===== src/rtl/pin_bank_pkg.sv =====
package pin_bank_pkg;

  localparam int ADDR_W = 8;

  localparam logic [ADDR_W-1:0] OFF_BANKEN   = 8'h08;
  localparam logic [ADDR_W-1:0] OFF_DIR      = 8'h10;
  localparam logic [ADDR_W-1:0] OFF_OUT      = 8'h14;
  localparam logic [ADDR_W-1:0] OFF_SET      = 8'h18;
  localparam logic [ADDR_W-1:0] OFF_CLR      = 8'h1C;
  localparam logic [ADDR_W-1:0] OFF_IN       = 8'h20;
  localparam logic [ADDR_W-1:0] OFF_RISE_SET = 8'h24;
  localparam logic [ADDR_W-1:0] OFF_RISE_CLR = 8'h28;
  localparam logic [ADDR_W-1:0] OFF_FALL_SET = 8'h2C;
  localparam logic [ADDR_W-1:0] OFF_FALL_CLR = 8'h30;
  localparam logic [ADDR_W-1:0] OFF_STAT     = 8'h34;

  typedef enum logic [3:0] {
    SEL_NONE,
    SEL_BANKEN,
    SEL_DIR,
    SEL_OUT,
    SEL_SET,
    SEL_CLR,
    SEL_IN,
    SEL_RISE_SET,
    SEL_RISE_CLR,
    SEL_FALL_SET,
    SEL_FALL_CLR,
    SEL_STAT
  } regSel_e;

  typedef struct packed {
    logic    wr;
    logic    rd;
    regSel_e sel;
  } ctlStrobe_t;

  function automatic regSel_e decodeAddr(input logic [ADDR_W-1:0] a);
    regSel_e s;
    case (a)
      OFF_BANKEN:   s = SEL_BANKEN;
      OFF_DIR:      s = SEL_DIR;
      OFF_OUT:      s = SEL_OUT;
      OFF_SET:      s = SEL_SET;
      OFF_CLR:      s = SEL_CLR;
      OFF_IN:       s = SEL_IN;
      OFF_RISE_SET: s = SEL_RISE_SET;
      OFF_RISE_CLR: s = SEL_RISE_CLR;
      OFF_FALL_SET: s = SEL_FALL_SET;
      OFF_FALL_CLR: s = SEL_FALL_CLR;
      OFF_STAT:     s = SEL_STAT;
      default:      s = SEL_NONE;
    endcase
    return s;
  endfunction

endpackage


===== src/rtl/pin_bank_decode.sv =====
module pin_bank_decode
  import pin_bank_pkg::*;
(
  input  logic              busSel,
  input  logic              busWrite,
  input  logic [ADDR_W-1:0] busAddr,
  output ctlStrobe_t        ctl
);

  always_comb begin
    ctl.wr  = busSel & busWrite;
    ctl.rd  = busSel & ~busWrite;
    ctl.sel = busSel ? decodeAddr(busAddr) : SEL_NONE;
  end

endmodule


===== src/rtl/pin_bank_datapath.sv =====
module pin_bank_datapath
  import pin_bank_pkg::*;
#(
  parameter int NUM_PINS    = 32,
  parameter int BANK_W      = 16,
  parameter int SYNC_STAGES = 2
) (
  input  logic                        clk,
  input  logic                        rstN,
  input  ctlStrobe_t                  ctl,
  input  logic [NUM_PINS-1:0]         busWdata,
  output logic [NUM_PINS-1:0]         busRdata,
  input  logic [NUM_PINS-1:0]         padIn,
  output logic [NUM_PINS-1:0]         padOut,
  output logic [NUM_PINS-1:0]         padOe,
  output logic [NUM_PINS/BANK_W-1:0]  bankIrq
);

  localparam int NUM_BANKS = NUM_PINS / BANK_W;

  logic [NUM_PINS-1:0]  dirQ;
  logic [NUM_PINS-1:0]  outQ;
  logic [NUM_PINS-1:0]  riseEnQ;
  logic [NUM_PINS-1:0]  fallEnQ;
  logic [NUM_PINS-1:0]  statQ;
  logic [NUM_PINS-1:0]  prevQ;
  logic [NUM_BANKS-1:0] bankEnQ;
  logic [NUM_PINS-1:0]  syncQ [SYNC_STAGES];
  logic [NUM_PINS-1:0]  curLevel;
  logic [NUM_PINS-1:0]  riseHit;
  logic [NUM_PINS-1:0]  fallHit;
  logic [NUM_PINS-1:0]  statClr;

  // input synchronizer chain
  always_ff @(posedge clk) begin
    if (!rstN) syncQ[0] <= '0;
    else       syncQ[0] <= padIn;
  end

  for (genvar s = 1; s < SYNC_STAGES; s++) begin : g_sync
    always_ff @(posedge clk) begin
      if (!rstN) syncQ[s] <= '0;
      else       syncQ[s] <= syncQ[s-1];
    end
  end

  assign curLevel = syncQ[SYNC_STAGES-1];

  always_ff @(posedge clk) begin
    if (!rstN) prevQ <= '0;
    else       prevQ <= curLevel;
  end

  // edge detection and status
  assign riseHit = curLevel & ~prevQ & riseEnQ;
  assign fallHit = ~curLevel & prevQ & fallEnQ;
  assign statClr = (ctl.wr && ctl.sel == SEL_STAT) ? busWdata : '0;

  always_ff @(posedge clk) begin
    if (!rstN) statQ <= '0;
    else       statQ <= (statQ & ~statClr) | riseHit | fallHit;
  end

  // control registers
  always_ff @(posedge clk) begin
    if (!rstN) begin
      dirQ    <= '1;
      outQ    <= '0;
      riseEnQ <= '0;
      fallEnQ <= '0;
      bankEnQ <= '0;
    end else if (ctl.wr) begin
      case (ctl.sel)
        SEL_DIR:      dirQ    <= busWdata;
        SEL_SET:      outQ    <= outQ | busWdata;
        SEL_CLR:      outQ    <= outQ & ~busWdata;
        SEL_RISE_SET: riseEnQ <= riseEnQ | busWdata;
        SEL_RISE_CLR: riseEnQ <= riseEnQ & ~busWdata;
        SEL_FALL_SET: fallEnQ <= fallEnQ | busWdata;
        SEL_FALL_CLR: fallEnQ <= fallEnQ & ~busWdata;
        SEL_BANKEN:   bankEnQ <= busWdata[NUM_BANKS-1:0];
        default:      ;
      endcase
    end
  end

  // read mux
  always_comb begin
    busRdata = '0;
    if (ctl.rd) begin
      case (ctl.sel)
        SEL_BANKEN:                        busRdata[NUM_BANKS-1:0] = bankEnQ;
        SEL_DIR:                           busRdata = dirQ;
        SEL_OUT, SEL_SET, SEL_CLR:         busRdata = outQ;
        SEL_IN:                            busRdata = curLevel;
        SEL_RISE_SET, SEL_RISE_CLR:        busRdata = riseEnQ;
        SEL_FALL_SET, SEL_FALL_CLR:        busRdata = fallEnQ;
        SEL_STAT:                          busRdata = statQ;
        default:                           busRdata = '0;
      endcase
    end
  end

  assign padOut = outQ;
  assign padOe  = ~dirQ;

  for (genvar b = 0; b < NUM_BANKS; b++) begin : g_bank
    assign bankIrq[b] = bankEnQ[b] & (|statQ[b*BANK_W +: BANK_W]);
  end

endmodule


===== src/rtl/pin_bank_ctrl.sv =====
module pin_bank_ctrl
  import pin_bank_pkg::*;
#(
  parameter int NUM_PINS    = 32,
  parameter int BANK_W      = 16,
  parameter int SYNC_STAGES = 2
) (
  input  logic                       clk,
  input  logic                       rstN,
  input  logic                       busSel,
  input  logic                       busWrite,
  input  logic [ADDR_W-1:0]          busAddr,
  input  logic [NUM_PINS-1:0]        busWdata,
  output logic [NUM_PINS-1:0]        busRdata,
  input  logic [NUM_PINS-1:0]        padIn,
  output logic [NUM_PINS-1:0]        padOut,
  output logic [NUM_PINS-1:0]        padOe,
  output logic [NUM_PINS/BANK_W-1:0] bankIrq
);

  ctlStrobe_t ctl;

  pin_bank_decode u_decode (
    .busSel   (busSel),
    .busWrite (busWrite),
    .busAddr  (busAddr),
    .ctl      (ctl)
  );

  pin_bank_datapath #(
    .NUM_PINS    (NUM_PINS),
    .BANK_W      (BANK_W),
    .SYNC_STAGES (SYNC_STAGES)
  ) u_datapath (
    .clk      (clk),
    .rstN     (rstN),
    .ctl      (ctl),
    .busWdata (busWdata),
    .busRdata (busRdata),
    .padIn    (padIn),
    .padOut   (padOut),
    .padOe    (padOe),
    .bankIrq  (bankIrq)
  );

endmodule


===== config.mk =====
export PLATFORM = sky130hd
export DESIGN_NAME = pin_bank_ctrl
export DESIGN_NICKNAME = d
export VERILOG_FILES = /design/src/rtl/pin_bank_pkg.sv /design/src/rtl/pin_bank_decode.sv /design/src/rtl/pin_bank_datapath.sv /design/src/rtl/pin_bank_ctrl.sv
export SDC_FILE = /design/constraint.sdc
export NUM_CORES = 1
export LEC_CHECK = 0
export BUFFER_PORTS_ARGS = -buffer_cell sky130_fd_sc_hd__buf_2
export CAP_MARGIN = 20
export CORE_AREA = 2 2 192 194
export DETAILED_ROUTE_END_ITERATION = 8
export DIE_AREA = 0 0 194 196
export PLACE_DENSITY_LB_ADDON = 0.05
export SYNTH_ARGS = -nofsm -noshare
export SYNTH_HDL_FRONTEND = slang
export SYNTH_HIERARCHICAL = 1
export SYNTH_SLANG_ARGS = --single-unit

===== constraint.sdc =====
create_clock -name clk -period 2.5 [get_ports clk]
set_clock_uncertainty 0.2 [all_clocks]
set_input_delay 0.25 -clock clk [delete_from_list [all_inputs] [get_ports clk]]
set_output_delay 0.25 -clock clk [all_outputs]
set_load 0.03 [all_outputs]

## Word level (Yosys, flattened, before mapping)

Memory sizes are Yosys's and may differ from the RTL's.
Cells that the tools add are included.

- Bits in registers: 194
- Bits in writable memories: 64
- Input bits: 76
- Output and inout bits: 98
- Word-level logic and storage cells: 82
- Memories kept: 1

- Equality and inequality tests: 22
- Mux-type cells: 13
- Bitwise operators: 25
- Reduce and logical (&&, ||, !) cells: 14

Memories:

| memory | depth | bits a word | read ports | clocked after Yosys merged registers in | wr ports | RTL line | text |
|---|---|---|---|---|---|---|---|
| u_datapath.syncQ | 2 | 32 | 2 | 0 | 2 | pin_bank_datapath.sv:28 | `logic [NUM_PINS-1:0] syncQ [SYNC_STAGES];` |

Operators with widths:

| operator | count |
|---|---|
| 32-bit bitwise AND | 8 |
| 32-bit one-hot mux with 2 select lines | 3 |
| 30-bit one-hot mux with 6 select lines | 1 |
| 32-bit inverter | 5 |
| 32-bit OR | 5 |
| 32-bit 2-to-1 mux | 4 |
| 8-bit by 6-bit == test with 1-bit output (second input constant) | 6 |
| 4-bit one-hot mux with 11 select lines | 1 |
| 8-bit by 5-bit == test with 1-bit output (second input constant) | 4 |
| 16-bit OR reduction | 2 |
| 4-bit by 3-bit == test with 1-bit output (second input constant) | 4 |
| 4-bit == test (second input constant) | 4 |
| 2-bit one-hot mux with 7 select lines | 1 |
| 2-bit AND reduction | 5 |
| 4-bit by 2-bit == test with 1-bit output (second input constant) | 2 |
| 8-bit by 4-bit == test with 1-bit output (second input constant) | 1 |
| 2-bit nonzero test | 3 |
| 1-bit bitwise AND | 4 |
| 4-bit by 1-bit == test with 1-bit output (second input constant) | 1 |
| 4-bit 2-to-1 mux | 1 |
| 2-bit OR reduction | 2 |
| 3-bit OR reduction | 1 |
| 1-bit 2-to-1 mux | 2 |
| 1-bit OR | 2 |
| other kinds (2) | 2 |

## Longest topological paths before layout

- Word-level depth: 10
- Gate-level depth with buffers: 10
- Depth with buffers taken out: 7

## Modules after synthesis

Netlist, hierarchy kept.

By module, submodules not included:

| module | instances | cells an instance | area each (um^2) | seq. area each (um^2) |
|---|---|---|---|---|
| pin_bank_datapath | 1 | 1112 | 10605.2 | 5165.0 |
| pin_bank_decode | 1 | 17 | 105.1 | 0.0 |

## Worst setup path before layout

OpenSTA, ideal clock, no wires.

- Path kind: input port to output port
- From: input port busAddr[1]
- To: output port busRdata[15]
- Data arrival time: 2.456 ns
- Required time: 2.050 ns
- Path slack: -0.406 ns
- Cell stages on the path: 9
- Buffers on the path: 2
- Cell sequence: nor4_2 -> nand2_1 -> nor3_2 -> buf_4 -> xnor2_1 -> nor3b_1 -> buf_2 -> a222oi_1 -> a21boi_0

RTL lines:

| element | RTL line | text |
|---|---|---|
| start: declaration | pin_bank_ctrl.sv:12 | `input logic [ADDR_W-1:0] busAddr,` |
| end: declaration | pin_bank_ctrl.sv:14 | `output logic [NUM_PINS-1:0] busRdata,` |

==> run summary <==
The clock tree synthesis step divided the H-tree into 2 levels. Post-synthesis instance area: 10,700 µm². Traced cell by cell, the critical path runs through buf_6, nor4_4, nand2_4, nor3_4, buf_12, or4b_4, o21ai_4, buf_4, buf_12, a222oi_1, a21boi_2, buf_6. The smallest setup slack after layout was -0.340 ns; the number of pins exceeding their max-slew limit in the final report was 0. The first TritonRoute pass finished after 5 iterations. The logs give 0.482 for the part of the Yosys area used for sequential elements and 0 for the count of unresolved DRC violations after routing. The final wirelength is 40.2 mm, and the simple-gate share of the synthesized area is 0.140. Across all layers, the routed design uses 9,911 vias. The tools report the number of global-route vias before repair as 9,744.

The synthesized netlist contains 48 unique library cells. At the later pin of the worst-skew pair, clock insertion delay measures 0.51 ns. The time the final worst path needs with I/O delays and setup was 2.84 ns. Once layout is complete, the cells apart from fillers number 1,908. The tools report the number of placement rows as 70. By area, the combinational part of the netlist is dominated by compound AO/OA/AOI/OAI gates. The number of DRC markers after the initial detailed-route iteration is 632, and the detail-routed via count per cell is 5.19. The global routing usage summed across all routing layers is 0.203, and the number of clock buffers inserted by TritonCTS is 34.

IR analysis of the VDD net gives a maximum drop of 0.484 mV. The count of pins on the block boundary came out at 174. The total area inside the core boundary comes to 36,100 µm². For this design, the slowest cell found on the critical path is sky130_fd_sc_hd__a222oi_1. The tool flagged a number of max-cap violations equal to 0. The library cell occupying the most area in the post-synthesis netlist is sky130_fd_sc_hd__dfxtp_1. With fillers left out, the area of the finished cells amounts to 15,600 µm². Entering global routing, the biggest net connects 51 pins.

The worst setup path is launched from an input pin. Measured along the x axis, the die boundary spans 194 µm. The library cell used most frequently in the layout, excluding fill and tap cells, is sky130_fd_sc_hd__dfxtp_1. The share of the core filled with cells in the final layout is 0.431, and the adder and majority cell fraction of the synthesized area is 0.

The fraction of the mapped netlist area in compound gates is 0.307, and the count of final setup violators is 32. First-pass GRT wire length: 59.9 mm. The number of sinks on the clock net is 258, and the instance count along the most critical hold path is 1. The net count of the finished layout is 1,492.

In this run, synthesis produced a sequential element count of 258. The element type at the critical path end is a primary output. The kind of path behind the tightest hold check is flop to flop. Counting tap cells, the placed design contains a total of 1,754 instances. At the pin with the least slew margin, the transition time is 0.488 ns. The period utilization is 1.14, and the leakage power summed over all cells is 0.00616 µW.

The XOR/XNOR share of the synthesized area came out at 0.00245. The tools report the multi-input gate area in the final layout as 5200 µm². When the netlist entered floorplanning its net count stood at 1,205. In the post-synthesis netlist, the biggest area contributors are sky130_fd_sc_hd__dfxtp_1 48%, sky130_fd_sc_hd__and2_1 5.1%, sky130_fd_sc_hd__a31oi_1 3.9%.

TritonCTS built the clock tree. The tools report the worst slew margin relative to its limit as 0.671. The root buffer selected by CTS is sky130_fd_sc_hd__clkbuf_16. The run gives 25.7 mm as the placed wire-length estimate after detailed placement. During synthesis, Yosys emitted a total of 6 warnings.

The portion of synthesized cell area occupied by the leading cell type is 0.482, and the depth of the worst register-to-register path is 2. The total overflow left after global routing is 0. Setup repair after global routing could not meet its margin everywhere.

Worst slack after detailed placement: -0.428 ns. After detailed routing, the average wire length per cell comes to 21.1 µm. The maximum count of clock buffers along a single path is 3, and the number of antenna repair diodes is 0. Counting the fill cells in the layout gives 3,595.

The delay contributed by the slowest stage of the critical path works out to 0.47 ns. The register area was 5160 µm²; the number of enable-type register cells in the synthesized netlist was 0. Dividing total power by cell area gives a power density of 624 nW/µm². The die covers 38,000 µm².

The final count of hold timing violations was 0; the initial antenna violation count was 0. The mean area per synthesized cell is 9.49 µm². The worst setup path is of the input pin to primary output kind. Summing all placed instances gives a cell area of 13,000 µm². The tools report the data arrival time of the critical path as 2.39 ns.

The count of buffers added on input and output ports is 173. In the synthesized netlist the dominant register cell turns out to be sky130_fd_sc_hd__dfxtp_1. The initial cell density of the core is 0.297, and the fraction of synthesized area in multiplexers is 0.000935.

The residual antenna-violating net count after detailed routing is 0. Measured along the y axis, the die boundary spans 196 µm. The final reports fail on negative setup slack. In the layout the commonest cells are 258 x sky130_fd_sc_hd__dfxtp_1, 135 x sky130_fd_sc_hd__buf_2, 87 x sky130_fd_sc_hd__and2_1, 79 x sky130_fd_sc_hd__a21oi_1, 76 x sky130_fd_sc_hd__inv_1. Of all nets on the critical path, the largest fanout is 13. The share of synthesized registers carrying an async set or reset was 0; the number of instances in the synthesized netlist was 1,129.

The post-CTS clock slew at the launch and capture registers of the worst setup and hold paths is 0.05 ns, and the synthesis-to-finish area growth is 45.3%. The proportion of layout cells with a drive suffix above 1 was 0.299. The run finished, with violations left. At the end of routability-driven placement, the weighted congestion stood at 0.774. The run gives 352 MHz as the timing-limited maximum frequency. Critical path required time: 2.05 ns.
[cells by family (layout without fill, tap and decap cells)]
logic type                count (synthesis)  after routing
buffers and inverters                   174            485
muxes                                     1              1
xor gates and xnor gates                  3              3
DFF                                     258            258
and+or+nand+nor                         251            251
AOI/OAI and AO/OA                       442            442
[report_power, final]
part / leakage, µW / switching (µW) / internal (µW)
Combinational: 0.00350 / 276 / 240
Clock: 0.000568 / 1810 / 3160
Sequential: 0.00210 / 36.1 / 4180
[layout make-up]
class	count	area share
Clock buffer	55	0.0696
Clock inverter	5	0.00499
Inverter	77	0.0187
Multi-Input combinational cell	697	0.334
Sequential cell	258	0.332
Tap cell	468	0.0376
Timing Repair Buffer	348	0.203
[metrics by stage]
| step | setup TNS, ns | power, µW | hold WS (ns) |
|---|---|---|---|
| after detailed placement | -24.50 | 4710 | 0.219 |
| final | -8.67 | 9710 | 0.231 |
| after CTS | -7.41 | 9850 | 0.233 |
| after global placement | -21.29 | 4710 | 0.217 |
| after global routing | -12.41 | 10100 | 0.240 |
| after floorplan | -0.0173 | 4480 | 0.143 |
[routing by layer]
| layer | track usage | part of all wire | wire, µm |
|---|---|---|---|
| met1 | 0.283 | 0.47 | 19100 |
| met3 | 0.0316 | 0.045 | 1800 |
| met5 | 0 | 0 | 0 |
| met2 | 0.328 | 0.46 | 18700 |
| met4 | 0.0477 | 0.016 | 638 |
[final timing paths]
| path | from | endpoint | slack [ns] |
|---|---|---|---|
| max | busAddr[1] | busRdata[12] | -0.34 |
| min | u_datapath/syncQ[0][2] | u_datapath/syncQ[1][2] | 0.23 |
| max reg2reg | flop | flop | 1.44 |
| min reg2reg | u_datapath/syncQ[0][2] | u_datapath/syncQ[1][2] | 0.23 |
[synthesized netlist by cell type (all sizes together), types with 4 or more instances]
library cell / n
dfxtp: 258
and2: 88
buf: 28
nor2: 25
nand2b: 4
inv: 76
a31oi: 66
a2bb2oi: 5
a222oi: 30
nand2: 50
a21oi: 82
nor4: 10
nand3: 6
nor3b: 5
clkbuf: 69
a22oi: 31
a311oi: 32
a211oi: 64
a22o: 30
nand3b: 49
a21boi: 30
o21ai: 33
o211ai: 32
[worst max-delay path: cells and delay by family]
family,cells,cell delay (ns)
AOI/OAI and AO/OA,3,0.67
buffers and inverters,5,0.70
and+or+nand+nor,4,0.76
[timing repair]
action | in CTS | in global routing
resized for setup | 98 | 14
hold endpoints to repair | 168 | 0
hold buffers | 73 | 0
endpoints found under the setup margin | 33 | 32
cloned | 0 | 3
pin swaps | 35 | 30
setup buffers | 9 | 12
(Power assumes the default switching activity.)
